$ cat config.mk
export PLATFORM = sky130hd
export DESIGN_NAME = pio_irq_ctrl
export DESIGN_NICKNAME = d
export VERILOG_FILES = /design/src/rtl/pio_pkg.sv /design/src/rtl/pio_sync.sv /design/src/rtl/pio_line_detect.sv /design/src/rtl/pio_irq_ctrl.sv
export SDC_FILE = /design/constraint.sdc
export NUM_CORES = 1
export LEC_CHECK = 0
export ABC_AREA = 1
export CAP_MARGIN = 10
export CORE_MARGIN = 5
export CORE_UTILIZATION = 29
export CTS_CLUSTER_SIZE = 25
export DETAILED_ROUTE_END_ITERATION = 10
export PLACE_DENSITY_LB_ADDON = 0.12
export REMOVE_ABC_BUFFERS = 1
export SYNTH_ARGS = -nofsm -noshare
export SYNTH_HDL_FRONTEND = slang
export SYNTH_SLANG_ARGS = --single-unit
export TNS_END_PERCENT = 50
$ cat constraint.sdc
create_clock -name clk -period 1.3 [get_ports clk]
set_input_delay 0.26 -clock clk [delete_from_list [all_inputs] [get_ports clk]]
set_output_delay 0.26 -clock clk [all_outputs]
set_load 0.02 [all_outputs]
$ cat src/rtl/pio_pkg.sv
package pio_pkg;
  typedef enum logic [2:0] {
    STY_HIGH = 3'd0,
    STY_LOW  = 3'd1,
    STY_RISE = 3'd2,
    STY_FALL = 3'd3,
    STY_ANY  = 3'd4
  } style_e;

  localparam int STYLE_W = 3;
  localparam logic [5:0] OFF_OUT  = 6'h00;
  localparam logic [5:0] OFF_DIR  = 6'h04;
  localparam logic [5:0] OFF_IN   = 6'h08;
  localparam logic [5:0] OFF_PEND = 6'h0C;
  localparam logic [5:0] OFF_STY0 = 6'h10;
  localparam logic [5:0] OFF_CKS  = 6'h18;
  localparam logic [5:0] OFF_FLT  = 6'h1C;
endpackage

$ cat src/rtl/pio_sync.sv
module pio_sync #(
  parameter int W = 16
) (
  input  logic         clk,
  input  logic         rst_n,
  input  logic [W-1:0] async_in,
  output logic [W-1:0] sync_now,
  output logic [W-1:0] sync_prev
);
  logic [W-1:0] meta_q;

  always_ff @(posedge clk or negedge rst_n) begin
    if (!rst_n) begin
      meta_q    <= '0;
      sync_now  <= '0;
      sync_prev <= '0;
    end else begin
      meta_q    <= async_in;
      sync_now  <= meta_q;
      sync_prev <= sync_now;
    end
  end
endmodule

$ cat src/rtl/pio_line_detect.sv
module pio_line_detect
  import pio_pkg::*;
(
  input  logic               clk,
  input  logic               rst_n,
  input  logic [STYLE_W-1:0] style,
  input  logic               cur,
  input  logic               prev,
  output logic               hit
);
  always_comb begin
    case (style)
      STY_HIGH: hit = cur;
      STY_LOW:  hit = !cur;
      STY_RISE: hit = cur && !prev;
      STY_FALL: hit = !cur && prev;
      STY_ANY:  hit = cur ^ prev;
      default:  hit = 1'b0;
    endcase
  end

  // reserved codes stay silent
  a_r8_reserved_silent: assert property (@(posedge clk) disable iff (!rst_n)
    (style > 3'd4) |-> !hit);
  // a rising-edge hit needs a low-to-high step
  a_r7_rise_shape: assert property (@(posedge clk) disable iff (!rst_n)
    (hit && style == 3'd2) |-> (cur && !prev));
  // a falling-edge hit needs a high-to-low step
  a_r7_fall_shape: assert property (@(posedge clk) disable iff (!rst_n)
    (hit && style == 3'd3) |-> (!cur && prev));
  // level styles fire only in their active level
  a_r6_level_shape: assert property (@(posedge clk) disable iff (!rst_n)
    (hit && style <= 3'd1) |-> (cur == (style == 3'd0)));
endmodule

$ cat src/rtl/pio_irq_ctrl.sv
module pio_irq_ctrl
  import pio_pkg::*;
#(
  parameter int NLINES = 16,
  parameter int NIRQ   = 13,
  parameter int LPR    = 8,
  parameter int AW     = 6,
  parameter int DW     = 32
) (
  input  logic              clk,
  input  logic              rst_n,
  input  logic [AW-1:0]     bus_addr,
  input  logic              bus_wr,
  input  logic [DW-1:0]     bus_wdata,
  input  logic              bus_rd,
  output logic [DW-1:0]     bus_rdata,
  input  logic [NLINES-1:0] pad_in,
  output logic [NLINES-1:0] pad_out,
  output logic [NLINES-1:0] pad_oe,
  output logic [NIRQ-1:0]   irq
);
  localparam int NSTY = NLINES / LPR;
  localparam int TW   = LPR * STYLE_W;

  logic [NLINES-1:0] out_q, dir_q, pend_q;
  logic [TW-1:0]     sty_q [NSTY];
  logic [DW-1:0]     cks_q, flt_q;
  logic [NLINES-1:0] sync_now, sync_prev, hit_vec, clr_vec;

  pio_sync #(.W(NLINES)) u_sync (
    .clk(clk), .rst_n(rst_n), .async_in(pad_in),
    .sync_now(sync_now), .sync_prev(sync_prev)
  );

  for (genvar n = 0; n < NLINES; n++) begin : g_line
    pio_line_detect u_det (
      .clk(clk), .rst_n(rst_n),
      .style(sty_q[n / LPR][(n % LPR) * STYLE_W +: STYLE_W]),
      .cur(sync_now[n]), .prev(sync_prev[n]), .hit(hit_vec[n])
    );
  end

  assign clr_vec = (bus_wr && bus_addr == OFF_PEND) ? bus_wdata[NLINES-1:0] : '0;

  always_ff @(posedge clk or negedge rst_n) begin
    if (!rst_n) begin
      out_q  <= '0;
      dir_q  <= '1;
      pend_q <= '0;
      cks_q  <= '0;
      flt_q  <= '0;
    end else begin
      pend_q <= (pend_q & ~clr_vec) | hit_vec;
      if (bus_wr) begin
        if (bus_addr == OFF_OUT) out_q <= bus_wdata[NLINES-1:0];
        if (bus_addr == OFF_DIR) dir_q <= bus_wdata[NLINES-1:0];
        if (bus_addr == OFF_CKS) cks_q <= bus_wdata;
        if (bus_addr == OFF_FLT) flt_q <= bus_wdata;
      end
    end
  end

  for (genvar k = 0; k < NSTY; k++) begin : g_sty
    localparam logic [AW-1:0] OFFK = AW'(OFF_STY0 + 4 * k);
    always_ff @(posedge clk or negedge rst_n) begin
      if (!rst_n) sty_q[k] <= '0;
      else if (bus_wr && bus_addr == OFFK) sty_q[k] <= bus_wdata[TW-1:0];
    end
  end

  logic [DW-1:0] rd_mux;
  always_comb begin
    rd_mux = '0;
    case (bus_addr)
      OFF_OUT:  rd_mux[NLINES-1:0] = out_q;
      OFF_DIR:  rd_mux[NLINES-1:0] = dir_q;
      OFF_IN:   rd_mux[NLINES-1:0] = sync_now;
      OFF_PEND: rd_mux[NLINES-1:0] = pend_q;
      OFF_CKS:  rd_mux = cks_q;
      OFF_FLT:  rd_mux = flt_q;
      default:  rd_mux = '0;
    endcase
    for (int k = 0; k < NSTY; k++)
      if (bus_addr == AW'(OFF_STY0 + 4 * k)) rd_mux = DW'(sty_q[k]);
  end

  always_ff @(posedge clk or negedge rst_n) begin
    if (!rst_n)      bus_rdata <= '0;
    else if (bus_rd) bus_rdata <= rd_mux;
  end

  assign pad_out = out_q;
  assign pad_oe  = ~dir_q;
  assign irq     = pend_q[NIRQ-1:0];

  // a cleared bit with no hit that cycle is gone afterwards
  a_r9_clear_sticks: assert property (@(posedge clk) disable iff (!rst_n)
    ((clr_vec & ~hit_vec) != '0) |=> ((pend_q & $past(clr_vec & ~hit_vec)) == '0));
  // a detection always lands, even against a clear
  a_r9_set_wins: assert property (@(posedge clk) disable iff (!rst_n)
    (hit_vec != '0) |=> ((pend_q & $past(hit_vec)) == $past(hit_vec)));
  // pending bits rise only through a detection
  a_r10_no_spurious: assert property (@(posedge clk) disable iff (!rst_n)
    ((pend_q & ~$past(pend_q)) & ~$past(hit_vec)) == '0);
endmodule

==> flow_metrics.py <==
metrics = {
    "run_status": {
        "outcome": "finished, violations left",
        "violations": "setup timing",
    },
    "global_routing": {
        "grt_usage": 0.1724,
        "grt_max_degree": 39,
        "antenna_found_initial": 0,
        "grt_pass1_vias": 9971,
        "grt_overflow_total": 0,
        "grt_most_used_layer": "met2",
        "grt.met2_usage": 0.2944,
        "use_met1": 0.2309,
        "grt_pass1_wl_mm": 56.97,
        "gr-usage-met3": 0.02343,
    },
    "place": {
        "place_ws_ps": -841.2,
        "io_buffers": 134,
        "dpl.hpwl_mm": 25.26,
        "place_area_um2": 13870,
        "place_congestion": 0.7895,
    },
    "pwr": {
        "p_leak_nw": 7.453,
        "p_sw_frac": 0.2733,
        "p_comb_frac": 0.151,
        "ir_worst_vdd_uv": 968.5,
        "internal-power_w": 0.01402,
        "p_sw_w": 0.005274,
        "total_power_w": 0.01930,
        "p_clk_frac": 0.395,
        "p_per_area_nw_per_um2": 1244,
        "power_frac_seq": 0.454,
    },
    "critical_path": {
        "crit_required_ps": 1040,
        "critPathMaxFanout": 2,
        "endpoint_kind": "output port",
        "crit_type": "reg -> out",
        "r2r_slack_ps": -40,
        "cp-start-kind": "register",
        "critPathArrivalTime_ps": 1280,
    },
    "routing": {
        "drtIter0Drc": 501,
        "wirelength_mm": 35.73,
        "viasPerCell": 4.564,
        "vias": 9493,
        "drc_errors": 0,
        "detail-route-antenna-nets": 0,
        "dr.pass1.iters": 7,
        "post_drt_wl_per_cell_um": 17.18,
    },
    "sta": {
        "fmax_mhz": 650.8,
        "hold_ws_ps": 146.8,
        "post-route-period-util": 1.182,
        "hold_violations": 0,
        "grt_setup_unrepaired": "true",
        "setup_tns_ps": -6338,
        "slew_viol_final": 0,
        "worstMarginPinSlew_ps": 365.1,
        "relSlewSlack": 0.7566,
        "clock_skew_ps": 9.839,
        "min_period_ps": 1537,
        "setup_viol": 78,
        "fin_ws_ps": -236.6,
    },
    "clocking": {
        "numCtsBuffers": 29,
        "clockBufferDepth": 3,
        "cts_sinks": 240,
        "cts_tree": "yes",
        "clk_latency_ps": 550,
        "htreeDepth": 1,
        "clk_pin_slew_ps": 60,
        "root_buffer": "clkbuf_16",
    },
    "synth": {
        "seq_area_frac_synth": 0.5471,
        "syn_inst": 1265,
        "yosys.area.top_type": "dfrtp_1",
        "synth_area_um2": 11010,
        "synth.area.top_cells": "dfrtp_1 (51%), nand2_1 (10%), o21ai_0 (7.1%)",
        "yosysUniqueCellTypes": 30,
        "syn_area_per_cell_um2": 8.706,
        "ys.warnings.count": 0,
        "ys_ff_latch": 240,
        "synth.top_cell.area_share": 0.5090,
    },
    "floorplanning": {
        "die_h_um": 204.9,
        "start_util": 0.2931,
        "std_cell_rows": 71,
        "die_x_um": 204.9,
        "die_area_um2": 41970,
        "io_pins": 135,
        "fp.coreArea_um2": 37580,
    },
    "layout": {
        "final_area_um2": 15510,
        "drive_gt1_frac": 0.2460,
        "nNetsFinal": 1636,
        "num-fill-cells": 3823,
        "num_antenna_cells": 0,
        "layout.cells.most_common": "nand2_1",
        "synthToLayoutAreaGrowth_pct": 40.83,
        "final_cell_mix": "nand2_1 (286), dfrtp_1 (217), buf_4 (149)",
    },
    "run": {
        "max_cap_viol_count": 0,
    },
    "min_path": {
        "hold_class": "in -> reg",
    },
}
-- power by group through the flow --
stage | sequential [W] | combinational, W | clock (W)
after floorplan | 0.00884 | 0.00117 | 0
after global placement | 0.00885 | 0.00264 | 0
after detailed placement | 0.00886 | 0.00267 | 0
after CTS | 0.00876 | 0.00290 | 0.00787
after global routing | 0.00885 | 0.00328 | 0.00817
final | 0.00876 | 0.00291 | 0.00762
-- sequential cells by signal (all words and copies together) (netlist names) --
register          flops
u_sync.sync_prev     16
u_sync.sync_now      16
cks_q                32
pend_q               16
u_sync.meta_q        16
flt_q                32
sty_q                48
dir_q                16
pad_out              16
bus_rdata            32
-- cell families after synthesis --
family / share of synthesized area
adder cells (fa/ha/maj): 0.03636
buffers and inverters: 0.08430
AO/OA/AOI/OAI: 0.1411
AND/OR/NAND/NOR: 0.1855
flip-flops: 0.5471
XOR/XNOR: 0.005567
-- layout make-up --
cell class,instances,area [um^2],share of cell area
flip-flops and latches,240,6035,0.3891
multi-input cells,816,4154,0.2678
repair buffers,323,3281,0.2115
clock buffers,45,835.8,0.05389
well taps,511,639.4,0.04122
inverters,136,513.0,0.03308
clock inverters,9,52.55,0.003388
-- final timing paths --
path,from,to,cells after the start
max in group asynchronous,rst_n,dir_q[12],3
worst max-delay path,dir_q[7],pad_oe[7],2
worst min-delay path,pad_in[14],u_sync.meta_q[14],1
worst min register to register,u_sync.meta_q[8],u_sync.sync_now[8],0
worst max register to register,dir_q[11],bus_rdata[11],9
min in group asynchronous,rst_n,cks_q[1],2
-- layer usage --
metal	routed length [um]	share of wire
met1	16040	0.45
met2	17240	0.48
met3	1603	0.045
met4	846	0.024
met5	0	0
-- synth_stat cells, drive strengths merged --
master / number
a21o: 8
nor2: 84
clkinv: 1
xnor2: 7
nand3: 81
inv: 135
nor4: 2
ha: 32
dfrtp: 224
nor3: 1
nand2: 295
buf: 45
o211ai: 19
a21oi: 57
dfstp: 16
and2: 1
o22ai: 16
o21ai: 193
clkbuf: 28
nand4: 20
-- timing repair --
action                                 in CTS  in global routing
buffers inserted                           40                 13
cloned                                      2                  0
endpoints found under the hold margin     227                  0
gates resized for setup                   494                 36
setup endpoints to repair                 264                159
pin swaps                                   7                 19
hold buffers                                1                  0
-- through the flow --
stage / instances / utilization
floorplan: 1192 / -
detailed placement: 1970 / 0.3692
finish: 2080 / 0.4127
global route: 2080 / 0.4127
global placement: 1970 / 0.3692
CTS: 2067 / 0.4083
-- critical path: stages (launching register included) --
cell and delay, ps:
dfstp_2 550, inv_4 50, buf_6 120
No activity file was read; power rests on OpenSTA's default activity.
